$ cat config.mk
export PLATFORM = sky130hd
export DESIGN_NAME = ld_lock_board
export DESIGN_NICKNAME = d
export VERILOG_FILES = /design/src/rtl/ld_lock_board.sv
export SDC_FILE = /design/constraint.sdc
export NUM_CORES = 1
export LEC_CHECK = 0
export CORE_ASPECT_RATIO = 0.8
export CORE_MARGIN = 5
export CORE_UTILIZATION = 62
export CTS_BUF_LIST = sky130_fd_sc_hd__clkbuf_16
export DETAILED_ROUTE_END_ITERATION = 8
export GPL_ROUTABILITY_DRIVEN = 0
export GPL_TIMING_DRIVEN = 0
export HOLD_SLACK_MARGIN = 0.15
export PLACE_DENSITY = 0.83
export SLEW_MARGIN = 20
export SYNTH_ARGS = -nofsm -noshare
export SYNTH_HDL_FRONTEND = slang
export SYNTH_SLANG_ARGS = --single-unit
export TNS_END_PERCENT = 30
$ cat constraint.sdc
create_clock -name clk -period 7.8 [get_ports clk]
set_input_delay 2.34 -clock clk [delete_from_list [all_inputs] [get_ports clk]]
set_output_delay 2.34 -clock clk [all_outputs]
set_load 0.05 [all_outputs]
$ cat src/rtl/ld_lock_board.sv
module ld_lock_board #(
  parameter int NREG = 32,
  parameter int LAT = 2,
  parameter bit EXT_DONE = 1'b0,
  localparam int RW = $clog2(NREG)
) (
  input  logic          clk,
  input  logic          rst_n,
  input  logic          iss_vld,
  input  logic          iss_load,
  input  logic [RW-1:0] iss_rs1,
  input  logic [RW-1:0] iss_rs2,
  input  logic [RW-1:0] iss_rd,
  input  logic          done_vld,
  input  logic [RW-1:0] done_reg,
  output logic          stall,
  output logic          accept
);

  logic [NREG-1:0] lock_q;
  logic [NREG-1:0] clr;
  logic [NREG-1:0] set_v;
  logic [NREG-1:0] eff;
  logic            hazard;

  generate
    if (EXT_DONE) begin : g_ext
      assign clr = done_vld ? (NREG'(1) << done_reg) : '0;
    end else begin : g_int
      localparam int CW = $clog2(LAT + 1);
      logic unused_done;
      assign unused_done = ^{done_vld, done_reg};
      for (genvar r = 0; r < NREG; r++) begin : g_cnt
        logic [CW-1:0] cnt;
        always_ff @(posedge clk or negedge rst_n) begin
          if (!rst_n)          cnt <= '0;
          else if (set_v[r])   cnt <= CW'(LAT);
          else if (cnt != '0)  cnt <= cnt - 1'b1;
        end
        assign clr[r] = (cnt == CW'(1));
      end
    end
  endgenerate

  assign eff    = lock_q & ~clr;
  assign hazard = eff[iss_rs1] | eff[iss_rs2] | eff[iss_rd];
  assign stall  = iss_vld & hazard;
  assign accept = iss_vld & ~hazard;

  assign set_v = (accept && iss_load && iss_rd != '0) ? (NREG'(1) << iss_rd) : '0;

  always_ff @(posedge clk or negedge rst_n) begin
    if (!rst_n) lock_q <= '0;
    else        lock_q <= ((lock_q & ~clr) | set_v) & ~NREG'(1);
  end

endmodule

After elaboration in Yosys (flattened, before gate mapping)
Index checks and enable logic that the tools add are counted.
Operators by class
  equal/unequal tests: 32
  shifts and indexed selects: 1
  order comparisons: 3
  bitwise logic cells: 8
  muxes and demuxes: 71
  add/sub/neg operators: 32
  reduce and logical (&&, ||, !) cells: 67
Operators with widths (number)
  $mux 2: 64
  $reduce_bool 2->1: 64
  $eq 2x1->1 const B: 32
  $sub 2x1->2 const B: 32
  $and 32x32->32: 1
  $mux 32: 1
  $not 32->32: 1
  $or 32x32->32: 1
  $shl 1x5->32 const A: 1
  $lt 5x6->1 const B: 3
  $bmux 1 s5: 3
  $reduce_bool 5->1: 1
  $mux 1: 3
  $and 1x1->1: 2
  $logic_and 1x1->1: 2
  $or 1x1->1: 2
  $not 1->1: 1
Storage, ports and cells
  input port bits: 25
  logic and storage cells: 247
  bits in registers: 95
  output and inout port bits: 2

Logic depth before layout (Yosys ltp)
  depth after elaboration: 13
  depth in mapped cells: 10
  depth with buffers taken out: 8

Worst setup path after synthesis
OpenSTA, ideal clock, no wires.
  path type: input -> output
  start point: input port iss_rd[0]
  end point: output port accept
  stages on the path: 9
  buffers on the path: 3
  arrival time: 4876 ps
  setup slack: 584 ps
  required time: 5460 ps
  path through: buf_6 nor4bb_1 or3_1 nor4_2 nor4b_1 or3_4 buf_6 buf_6 nor4b_2
On the way
  cells in the longest elaborated chain, start to end: 5
RTL lines
  start: declaration: RTL line 13  | input logic [RW-1:0] iss_rd,
  $bmux 1 s5: RTL line 46  | assign hazard = eff[iss_rs1] | eff[iss_rs2] | eff[iss_rd];
  $mux 1 (not written as such): RTL line 46
  $or 1x1->1: RTL line 46
  $not 1->1: RTL line 48  | assign accept = iss_vld & ~hazard;
  $and 1x1->1: RTL line 48
  end: declaration: RTL line 17  | output logic accept
No other way between the ends. The select of a mux whose other input is x is not followed.

Worst setup path in the final report
  start point: input port iss_rd[1]
  end point: output port stall
On the way
  cells in the longest elaborated chain, start to end: 4
RTL lines
  $bmux 1 s5: RTL line 46
  $mux 1 (not written as such): RTL line 46
  $or 1x1->1: RTL line 46
  $and 1x1->1: RTL line 47  | assign stall = iss_vld & hazard;
  end: declaration: RTL line 16  | output logic stall,
No other way between the ends. The select of a mux whose other input is x is not followed.

==> results.tsv <==
stage	metric	value	unit
run_status	status	finished clean	
die	io_pins	27	
sta	fmax	0.129	GHz
min_path	holdPathStages	2	
min_path	hold_end	g_int.g_cnt[14].cnt[1]$_DFFE_PN0P_	
placed_design	dp_hpwl	11.5	mm
die	coreArea	10200	sq um
cells_and_area	area_growth	10.9	%
synth	synth_fa_ha_area_frac	0.122	
power_and_ir_drop	switching_power	831	uW
global_route	grt_pass1_wl	25.6	mm
die	dieHeight	101	microns
cells_and_area	multi_input_area	3590	sq um
placed_design	port_buffers	15	
placed_design	placedCellCount	768	
critical_path	cp-end-kind	output pin	
critical_path	reg2reg_from	g_int.g_cnt[29].cnt[0]$_DFFE_PN0P_	
cells_and_area	n_antenna_cell	0	
synth	synth_edf_count	0	
sta	setup_slack	74.5	ps
synth	synthSimpleGateAreaFrac	0.148	
critical_path	start_kind	input pin	
power_and_ir_drop	power.clock.fraction	0.207	
synth	synthFlopType	dfrtp_1	
global_route	grt_max_degree	78	
sta	worst_pin_slew	743	ps
clock_network	cts_max_level	3	
sta	fin_crit_sh	0.990	
synth	ys_seq_area_frac	0.365	
power_and_ir_drop	internal_power	1580	uW
power_and_ir_drop	switching_share	0.344	
cells_and_area	layout_common_cells	dfrtp_1, inv_1, ha_1	
power_and_ir_drop	p_comb_frac	0.468	
routing	via_per_inst	6.38	
global_route	grt_pass1_vias	4991	
routing	wl	15.8	mm
die	rows	33	
synth	syn_area_per_cell	10.4	sq um
synth	ys_ff_latch	93	
clock_network	cts_tree	done	
critical_path	setup.worst_path.class	input pin to output pin	
cells_and_area	postLayoutCoreUtil	0.696	
cells_and_area	final_common_cell	dfrtp_1	
critical_path	r2r_cells	9	
power_and_ir_drop	sequentialPowerShare	0.325	
die	die_w	123	microns
synth	yosysWarnings	0	
clock_network	clk_latency	350	ps
global_route	grt_util_all_layers	0.268	
cells_and_area	fin_nets	725	
clock_network	cts_sinks	93	
die	die-area	12400	sq um
clock_network	path_clk_slew	60	ps
routing	post_drt_wl_per_cell	20.1	microns
routing	vias	4997	
synth	synth-compound-area-share	0.148	
clock_network	postCtsSetupBuffers	0	
synth	synthMuxAreaShare	0.102	
sta	setup_tns	0	ps
critical_path	reg2reg_to	g_int.g_cnt[1].cnt[1]$_DFFE_PN0P_	
critical_path	crit_fanout	10	
critical_path	r2r_setup_slack	4410	ps
sta	finalMaxSlewViolations	0	
global_route	overflow	0	
cells_and_area	stdcell_count	783	
die	start_util	0.627	
synth	synth_top_family_by_area	simple AND/OR/NAND/NOR gates	
power_and_ir_drop	peakVddDrop	0.000244	V
placed_design	place_ws	-345	ps
routing	ant_nets	0	
sta	hold_viol	0	
power_and_ir_drop	power.leakage	0.00320	uW
synth	synth-xor-area-share	0.0426	
cells_and_area	regArea	2330	sq um
run	maxCapViolations	0	
routing	drtPass1Iterations	6	
sta	fin_skew	5.30	ps
sta	fin_crit	7730	ps
min_path	hold_start	g_int.g_cnt[14].cnt[1]$_DFFE_PN0P_	
clock_network	numCtsBuffers	9	
synth	syn_area	6370	sq um
synth	synth_fp_nets	699	
cells_and_area	design_area	7070	sq um
global_route	antenna_found_initial	1	
synth	synthDistinctLibCells	56	
critical_path	required	5460	ps
min_path	hold_class	flip-flop to flip-flop	
power_and_ir_drop	p_per_area	341	nW/um^2
routing	drc	0	
sta	setup_violations	0	
cells_and_area	drive_gt1_frac	0.131	
synth	async_reset_ff_frac	1.00	
sta	slew_headroom	0.500	
synth	syn_inst	612	
cells_and_area	fillerInstances	747	
critical_path	arrival	5390	ps
clock_network	cts_root_buffer	clkbuf_16	
placed_design	dpl_cell_area	6730	sq um
sta	grt_setup_unrepaired	false	
routing	drt-initial-drc-count	642	
clock_network	cts_max_path_buffers	2	
flip-flops by register name, summed over array words and instances, names as in the netlist:
register         flops
g_int.g_cnt.cnt     62
lock_q              31
per-layer routing:
| metal | track usage | up-vias | wire [microns] |
|---|---|---|---|
| li1 | - | 2245 | - |
| met1 | 0.359 | 2437 | 6470 |
| met2 | 0.418 | 266 | 7230 |
| met3 | 0.0814 | 47 | 1700 |
| met4 | 0.0860 | 2 | 356 |
| met5 | 0 | - | 7 |
cell usage after synthesis (11+ instances only):
| library cell | number | area, sq um |
|---|---|---|
| a21o_1 | 12 | 90.1 |
| a21oi_1 | 11 | 55.1 |
| buf_2 | 11 | 55.1 |
| clkbuf_1 | 15 | 56.3 |
| dfrtp_1 | 93 | 2330 |
| ha_1 | 62 | 776 |
| inv_1 | 65 | 244 |
| mux2_2 | 21 | 236 |
| mux4_2 | 14 | 315 |
| nand2b_1 | 31 | 194 |
| nand3_1 | 19 | 95.1 |
| nor2b_1 | 19 | 119 |
| o21ai_0 | 12 | 60.1 |
| o31a_1 | 21 | 184 |
| o31ai_1 | 42 | 315 |
| or4_1 | 11 | 82.6 |
| xnor2_1 | 24 | 210 |
power groups by stage:
stage               registers [uW]  logic (uW)  clock network [uW]
finish                         785        1130                 499
global route                   804        1290                 519
CTS                            785        1140                 502
detailed placement             793        1120                   0
global placement               778        1030                   0
floorplan                      769         900                   0
kinds of logic after synthesis:
kind of cell / count (synthesis)
adders and majority gates: 62
and+or+nand+nor: 151
buffers and inverters: 104
xor gates and xnor gates: 31
AOI/OAI and AO/OA: 126
DFF: 93
muxes: 45
per-stage QoR:
step | hold WS, ps | total power [uW]
floorplan | 462 | 1670
global placement | 478 | 1800
detailed placement | 482 | 1910
CTS | 496 | 2420
global route | 533 | 2610
finish | 497 | 2410
worst max-delay path, cell delays in order:
cell             delay (ps)
clkdlybuf4s50_1         590
buf_2                   300
nand3b_1                210
o22ai_1                 130
nor4_1                  350
nor4b_2                 100
or3_4                   440
buf_6                   170
buf_6                   150
o31a_1                  270
clkdlybuf4s15_2         330
area by class of cell:
cell class / instances / area share
clock inverter: 7 / 0.0161
sequential: 93 / 0.329
buffer: 37 / 0.0298
tap: 140 / 0.0248
timing repair buffer: 16 / 0.0248
clock buffer: 9 / 0.0319
multi-input combinational: 415 / 0.508
inverter: 66 / 0.0351
how the worst max path moves through the flow:
| stage | slack, ps | to | start |
|---|---|---|---|
| 3_5_place_dp | -340 | accept | iss_rs2[3] |
| 6_report | 70 | stall | iss_rd[1] |
| 4_1_cts | 120 | accept | iss_rd[0] |
| 2_1_floorplan | 580 | accept | iss_rd[0] |
| 3_3_place_gp | -310 | accept | iss_rs2[3] |
| 5_1_grt | 10 | stall | iss_rd[1] |
timing repair:
item,4_1_cts,5_1_grt
setup endpoints to repair,2,2
gates resized for setup,7,4
hold buffers,0,0
No activity file was read; power rests on OpenSTA's default activity.
